## config.mk

```make
export PLATFORM = sky130hd
export DESIGN_NAME = ee_reg_port
export DESIGN_NICKNAME = d
export VERILOG_FILES = /design/src/rtl/ee_port_pkg.sv /design/src/rtl/ee_cmd_decode.sv /design/src/rtl/ee_word_array.sv /design/src/rtl/ee_reg_port.sv
export SDC_FILE = /design/constraint.sdc
export NUM_CORES = 2
export LEC_CHECK = 0
export BUFFER_PORTS_ARGS = -buffer_cell sky130_fd_sc_hd__buf_2
export CELL_PAD_IN_SITES_DETAIL_PLACEMENT = 0
export CELL_PAD_IN_SITES_GLOBAL_PLACEMENT = 1
export CORE_UTILIZATION = 35
export CTS_CLUSTER_DIAMETER = 30
export DETAILED_ROUTE_END_ITERATION = 8
export GPL_TIMING_DRIVEN = 0
export PLACE_DENSITY_LB_ADDON = 0.1
export SYNTH_ARGS = -nofsm -noshare
export SYNTH_HDL_FRONTEND = slang
export SYNTH_SLANG_ARGS = --single-unit
export TNS_END_PERCENT = 1
```

## constraint.sdc

```tcl
create_clock -name clk -period 6.7 [get_ports clk]
set_clock_uncertainty 0.05 [all_clocks]
set_input_delay 0.67 -clock clk [delete_from_list [all_inputs] [get_ports clk]]
set_output_delay 0.67 -clock clk [all_outputs]
set_load 0.02 [all_outputs]
```

## src/rtl/ee_port_pkg.sv

```systemverilog
package ee_port_pkg;

    localparam int REG_W     = 32;
    localparam int DATA_W    = 16;
    localparam int DATA_LSB  = 16;
    localparam int START_BIT = 0;

    typedef enum logic {
        LAYOUT_LEGACY = 1'b0,
        LAYOUT_WIDE   = 1'b1
    } layout_e;

    typedef struct packed {
        logic [REG_W-1:0] fetch;
        logic [REG_W-1:0] store;
    } port_state_t;

    function automatic int addr_lsb(layout_e l);
        return (l == LAYOUT_LEGACY) ? 8 : 2;
    endfunction

    function automatic int addr_width(layout_e l);
        return (l == LAYOUT_LEGACY) ? 8 : 14;
    endfunction

    function automatic int done_pos(layout_e l);
        return (l == LAYOUT_LEGACY) ? 4 : 1;
    endfunction

endpackage

```

## src/rtl/ee_cmd_decode.sv

```systemverilog
module ee_cmd_decode
    import ee_port_pkg::*;
#(
    parameter layout_e LAYOUT = LAYOUT_LEGACY,
    parameter int      WORDS  = 64,
    localparam int     IDX_W  = $clog2(WORDS)
) (
    input  logic [REG_W-1:0] cmd,
    output logic             hit,
    output logic [IDX_W-1:0] idx,
    output logic [REG_W-1:0] echo,
    output logic [REG_W-1:0] done_flag
);

    localparam int A_LSB = addr_lsb(LAYOUT);
    localparam int A_W   = addr_width(LAYOUT);
    localparam int D_POS = done_pos(LAYOUT);

    logic [A_W-1:0] field;
    logic           in_range;

    assign field = cmd[A_LSB +: A_W];
    assign idx   = field[IDX_W-1:0];

    generate
        if (A_W > IDX_W) begin : g_upper_bits
            logic [A_W-IDX_W-1:0] upper;
            assign upper    = field[A_W-1:IDX_W];
            assign in_range = (upper == '0) && ({1'b0, idx} < (IDX_W+1)'(WORDS));
        end else begin : g_exact_bits
            assign in_range = ({1'b0, field} < (A_W+1)'(WORDS));
        end
    endgenerate

    assign hit = cmd[START_BIT] && in_range;

    always_comb begin
        echo                   = '0;
        echo[A_LSB +: A_W]     = field;
        done_flag              = '0;
        done_flag[D_POS]       = 1'b1;
    end

endmodule

```

## src/rtl/ee_word_array.sv

```systemverilog
module ee_word_array #(
    parameter int              WORDS  = 64,
    parameter int              DATA_W = 16,
    parameter logic [DATA_W-1:0] ERASED = '1,
    localparam int             IDX_W  = $clog2(WORDS)
) (
    input  logic              clk,
    input  logic              rst_n,
    input  logic              we,
    input  logic [IDX_W-1:0]  waddr,
    input  logic [DATA_W-1:0] wdata,
    input  logic [IDX_W-1:0]  raddr,
    output logic [DATA_W-1:0] rdata
);

    logic [DATA_W-1:0] word_q [WORDS];

    for (genvar g = 0; g < WORDS; g++) begin : g_word
        logic [DATA_W-1:0] word_d;

        always_comb begin
            word_d = word_q[g];
            if (we && (waddr == IDX_W'(g))) begin
                word_d = wdata;
            end
        end

        always_ff @(posedge clk) begin
            if (!rst_n) begin
                word_q[g] <= ERASED;
            end else begin
                word_q[g] <= word_d;
            end
        end
    end

    assign rdata = word_q[raddr];

    // a granted store lands in the addressed word
    assert_store_lands_R6: assert property (@(posedge clk) disable iff (!rst_n)
        we |=> (word_q[$past(waddr)] == $past(wdata)));

endmodule

```

## src/rtl/ee_reg_port.sv

```systemverilog
module ee_reg_port
    import ee_port_pkg::*;
#(
    parameter layout_e           LAYOUT = LAYOUT_LEGACY,
    parameter int                WORDS  = 64,
    parameter logic [DATA_W-1:0] ERASED = '1
) (
    input  logic             clk,
    input  logic             rst_n,
    input  logic             reg_wr,
    input  logic             reg_sel,
    input  logic [REG_W-1:0] reg_wdata,
    output logic [REG_W-1:0] reg_rdata
);

    localparam int  IDX_W     = $clog2(WORDS);
    localparam logic SEL_FETCH = 1'b0;
    localparam logic SEL_STORE = 1'b1;

    port_state_t       st_d, st_q;
    logic              hit;
    logic [IDX_W-1:0]  idx;
    logic [REG_W-1:0]  echo;
    logic [REG_W-1:0]  done_flag;
    logic [DATA_W-1:0] rd_word;
    logic [DATA_W-1:0] cmd_data;
    logic              store_we;

    ee_cmd_decode #(
        .LAYOUT (LAYOUT),
        .WORDS  (WORDS)
    ) u_decode (
        .cmd       (reg_wdata),
        .hit       (hit),
        .idx       (idx),
        .echo      (echo),
        .done_flag (done_flag)
    );

    assign cmd_data = reg_wdata[DATA_LSB +: DATA_W];
    assign store_we = reg_wr && (reg_sel == SEL_STORE) && hit;

    ee_word_array #(
        .WORDS  (WORDS),
        .DATA_W (DATA_W),
        .ERASED (ERASED)
    ) u_array (
        .clk   (clk),
        .rst_n (rst_n),
        .we    (store_we),
        .waddr (idx),
        .wdata (cmd_data),
        .raddr (idx),
        .rdata (rd_word)
    );

    always_comb begin
        logic [DATA_W-1:0] shown;
        st_d  = st_q;
        shown = (reg_sel == SEL_STORE) ? cmd_data : rd_word;
        if (reg_wr) begin
            if (reg_sel == SEL_STORE) begin
                st_d.store = reg_wdata;
            end
            st_d.fetch = echo;
            if (hit) begin
                st_d.fetch = echo | done_flag
                           | (REG_W'(shown) << DATA_LSB);
            end
        end
    end

    always_ff @(posedge clk) begin
        if (!rst_n) begin
            st_q <= '0;
        end else begin
            st_q <= st_d;
        end
    end

    assign reg_rdata = (reg_sel == SEL_STORE) ? st_q.store : st_q.fetch;

    // a valid fetch returns the word the array held at that edge
    assert_fetch_word_R2: assert property (@(posedge clk) disable iff (!rst_n)
        (reg_wr && reg_sel == SEL_FETCH && hit)
        |=> (st_q.fetch[DATA_LSB +: DATA_W] == $past(rd_word)));

    // a refused command shows neither data nor completion
    assert_refused_clear_R5: assert property (@(posedge clk) disable iff (!rst_n)
        (reg_wr && !hit)
        |=> ((st_q.fetch[DATA_LSB +: DATA_W] == '0) && ((st_q.fetch & done_flag) == '0)));

    // the store register mirrors the last word written to it
    assert_store_mirror_R8: assert property (@(posedge clk) disable iff (!rst_n)
        (reg_wr && reg_sel == SEL_STORE) |=> (st_q.store == $past(reg_wdata)));

    // no write, no change of the fetch register
    assert_fetch_hold_R10: assert property (@(posedge clk) disable iff (!rst_n)
        !reg_wr |=> $stable(st_q.fetch));

endmodule

```

==> results.sh <==
export IMPL_syn_area_sq_um=49400
export IMPL_worstPathRequired_ns=7.14
export IMPL_post_dp_cell_area_sq_um=53700
export IMPL_drt_total_wl_um=242000
export IMPL_seq_area_frac_synth_pct=64.5
export IMPL_gr_usage_all_layers_pct=33.8
export IMPL_cts_tree="yes"
export IMPL_start_util_pct=35.3
export IMPL_max_freq_mhz=219
export IMPL_violations="capacitance limit, slew limit"
export IMPL_max_cap_viol_count=8
export IMPL_postLayoutCoreUtil_pct=45.8
export IMPL_cts_buffers=321
export IMPL_drt_iter0_markers=5403
export IMPL_max_stage_delay_ns=0.98
export IMPL_antenna_found_initial=28
export IMPL_min_period_over_period_pct=68.3
export IMPL_ys_flop_type="edfxtp_1"
export IMPL_rows=137
export IMPL_grt_pass1_wl_um=321000
export IMPL_worst_slack_ns=2.12
export IMPL_multiInputGateArea_sq_um=15900
export IMPL_finalSetupViolCount=0
export IMPL_worstMarginPinSlew_ns=1.68
export IMPL_fin_cells=6126
export IMPL_clk_pin_slew_ns=0.04
export IMPL_rsz0062_at_grt="false"
export IMPL_leakage_nw=21.5
export IMPL_drive_gt1_share_pct=22.4
export IMPL_crit_chain="dlygate4sd3_1, buf_2, nand4bb_1, nor4_2, nand2_1, clkbuf_1, clkbuf_2, o21ai_4"
export IMPL_yosys_register_bits=1081
export IMPL_finalHoldViolCount=0
export IMPL_r2r_cells=5
export IMPL_grt_pass1_vias=36400
export IMPL_pre_cts_ws_ns=1.86
export IMPL_htree_num_levels=5
export IMPL_slew_headroom_pct=-11.8
export IMPL_irDropWorstVdd_uv=247
export IMPL_status="complete, but fails checks"
export IMPL_fillers=12600
export IMPL_dp_cells=5553
export IMPL_drc=0
export IMPL_ant_nets=0
export IMPL_cp_data_arrival_time_ns=5.02
export IMPL_grt_max_degree=17
export IMPL_holdPathStages=3
export IMPL_synth_edff_count=1024
export IMPL_clk_latency_ns=0.92
export IMPL_die_area_sq_um=143000
export IMPL_clockBufferDepth=4
export IMPL_power_mw=24.0
export IMPL_critPathCaptureType="flip-flop"
export IMPL_design_area_sq_um=64100
export IMPL_dp_hpwl_um=174000
export IMPL_synthesis_instances=3559
export IMPL_synth_nets=3595
export IMPL_fp_dieW_um=378
export IMPL_cp_max_fo=16
export IMPL_cp_start_kind="input port"
export IMPL_dieHeight_um=378
export IMPL_grt_overflow=0
export IMPL_fin_tns_setup_ns=0
export IMPL_finalMaxSlewViolations=46
export IMPL_ios=68
export IMPL_seq_area_sq_um=31900
export IMPL_yosys_warnings=0
export IMPL_dr_pass1_iters=5
export IMPL_cts_sinks=1081
export IMPL_critical_path_class="in2reg"
export IMPL_hp_class="in2reg"
export IMPL_slowest_stage="o21ai_4"
export IMPL_port_buffers=61
export IMPL_syn_to_final_growth_pct=29.6
export IMPL_synthDistinctLibCells=55
export IMPL_pwr_density_cell_nw_per_um2=374
export IMPL_cts_resized=0
export IMPL_root_buffer="clkbuf_16"
export IMPL_holdWs_ns=0.0400
export IMPL_wl_per_cell_um=39.5
export IMPL_gp_congestion=0.998
export IMPL_postSynthAreaPerCell_sq_um=13.9
export IMPL_vias=36900
export IMPL_core_region_area_sq_um=140000
export IMPL_period_minus_slack_ns=4.58
export IMPL_async_flop_share_pct=0
export IMPL_viasPerCell=6.03
export IMPL_fin_nets=4048
## critical path: cells and delay by family
kind / cells / cell delay (ns)
simple gates: 3 / 1.49
buf+inv: 4 / 1.82
compound gates: 1 / 0.98
## synthesized netlist by cell type, drive strengths merged, types with 3 or more instances
cell type | n | area, sq um
a22oi | 63 | 473
o22ai | 21 | 131
buf | 102 | 771
a2111oi | 10 | 87.6
or3 | 640 | 4000
clkbuf | 316 | 1190
nand2b | 16 | 100
nand3 | 117 | 586
and2 | 16 | 100
o211ai | 9 | 67.6
dfxtp | 57 | 1140
o22a | 9 | 78.8
or4 | 6 | 45.0
or2 | 4 | 25.0
o21ai | 88 | 440
nand2 | 408 | 1530
nor2b | 26 | 163
a211oi | 21 | 158
nor3 | 4 | 31.3
inv | 12 | 45.0
a31oi | 6 | 37.5
mux2i | 173 | 1730
nand4 | 6 | 37.5
o31ai | 3 | 22.5
edfxtp | 1024 | 30700
a22o | 8 | 70.1
a21oi | 59 | 295
nor2 | 81 | 307
o311a | 9 | 90.1
mux4 | 189 | 4350
mux2 | 35 | 394
nor4 | 5 | 52.6
## logic make-up (layout without fill, tap and decap cells)
| family | Yosys count | after routing | share of synthesized area [%] |
|---|---|---|---|
| multiplexers | 397 | 397 | 13.1 |
| AND/OR/NAND/NOR | 1337 | 1337 | 14.3 |
| other | 0 | 4 | 0 |
| buffers and inverters | 431 | 1118 | 4.06 |
| flip-flops | 1081 | 1081 | 64.5 |
| AO/OA/AOI/OAI | 313 | 313 | 4.07 |
## power breakdown
group          switching (mW)  internal (mW)  leakage [nW]
sequential              0.101           7.74          10.8
combinational            1.16          0.471          5.65
clock                    4.31           10.2          5.03
## final cells by class
class | instances | area share [%]
timing repair buffer | 130 | 2.50
sequential | 1081 | 49.8
clock buffer | 383 | 13.2
buffer | 418 | 3.08
multi-input combinational | 2047 | 24.9
tap | 1876 | 3.66
antenna | 4 | 0.0156
clock inverter | 174 | 2.85
inverter | 13 | 0.0762
## worst paths after layout
kind | slack (ns) | endpoint | start
worst max register to register | 3.90 | st_q[55]$_SDFFE_PN0P_ | u_array.word_q[21][7]$_SDFFCE_PN1P_
worst min-delay path | 0.04 | st_q[20]$_SDFFE_PN0N_ | reg_wdata[20]
worst min register to register | 0.40 | st_q[5]$_SDFFE_PN0N_ | st_q[5]$_SDFFE_PN0N_
worst max-delay path | 2.12 | u_array.word_q[53][10]$_SDFFCE_PN1P_ | reg_wdata[0]
## flip-flops by register name, summed over array words and instances, names as in the netlist
| name | count |
|---|---|
| u_array.word_q | 1024 |
| st_q | 57 |
## repair_timing
item	CTS	global route
hold buffers	11	0
hold endpoints to repair	11	0
buffers inserted	0	0
## layout by cell type (no fill, tap or decap), types with 37 or more instances in the layout
cell type,count
or3_1,640
nand2_1,408
buf_2,98
edfxtp_1,1024
mux2i_1,173
o21ai_2,46
nand3_1,117
mux4_2,163
a22oi_1,63
clkbuf_1,357
clkinv_1,55
dfxtp_1,57
clkinv_2,58
bufinv_16,37
nor2_1,80
clkbuf_16,327
a21oi_1,59
## routing by layer
| metal | part of all wire [%] | vias to the layer above | track usage [%] |
|---|---|---|---|
| met5 | 0.028 | - | 0 |
| met4 | 6.6 | 6 | 20.2 |
| met3 | 10 | 649 | 9.16 |
| met2 | 44 | 2414 | 50.4 |
| met1 | 39 | 19100 | 44.0 |
| li1 | - | 14700 | - |
Power figures use the tool's default switching activity.
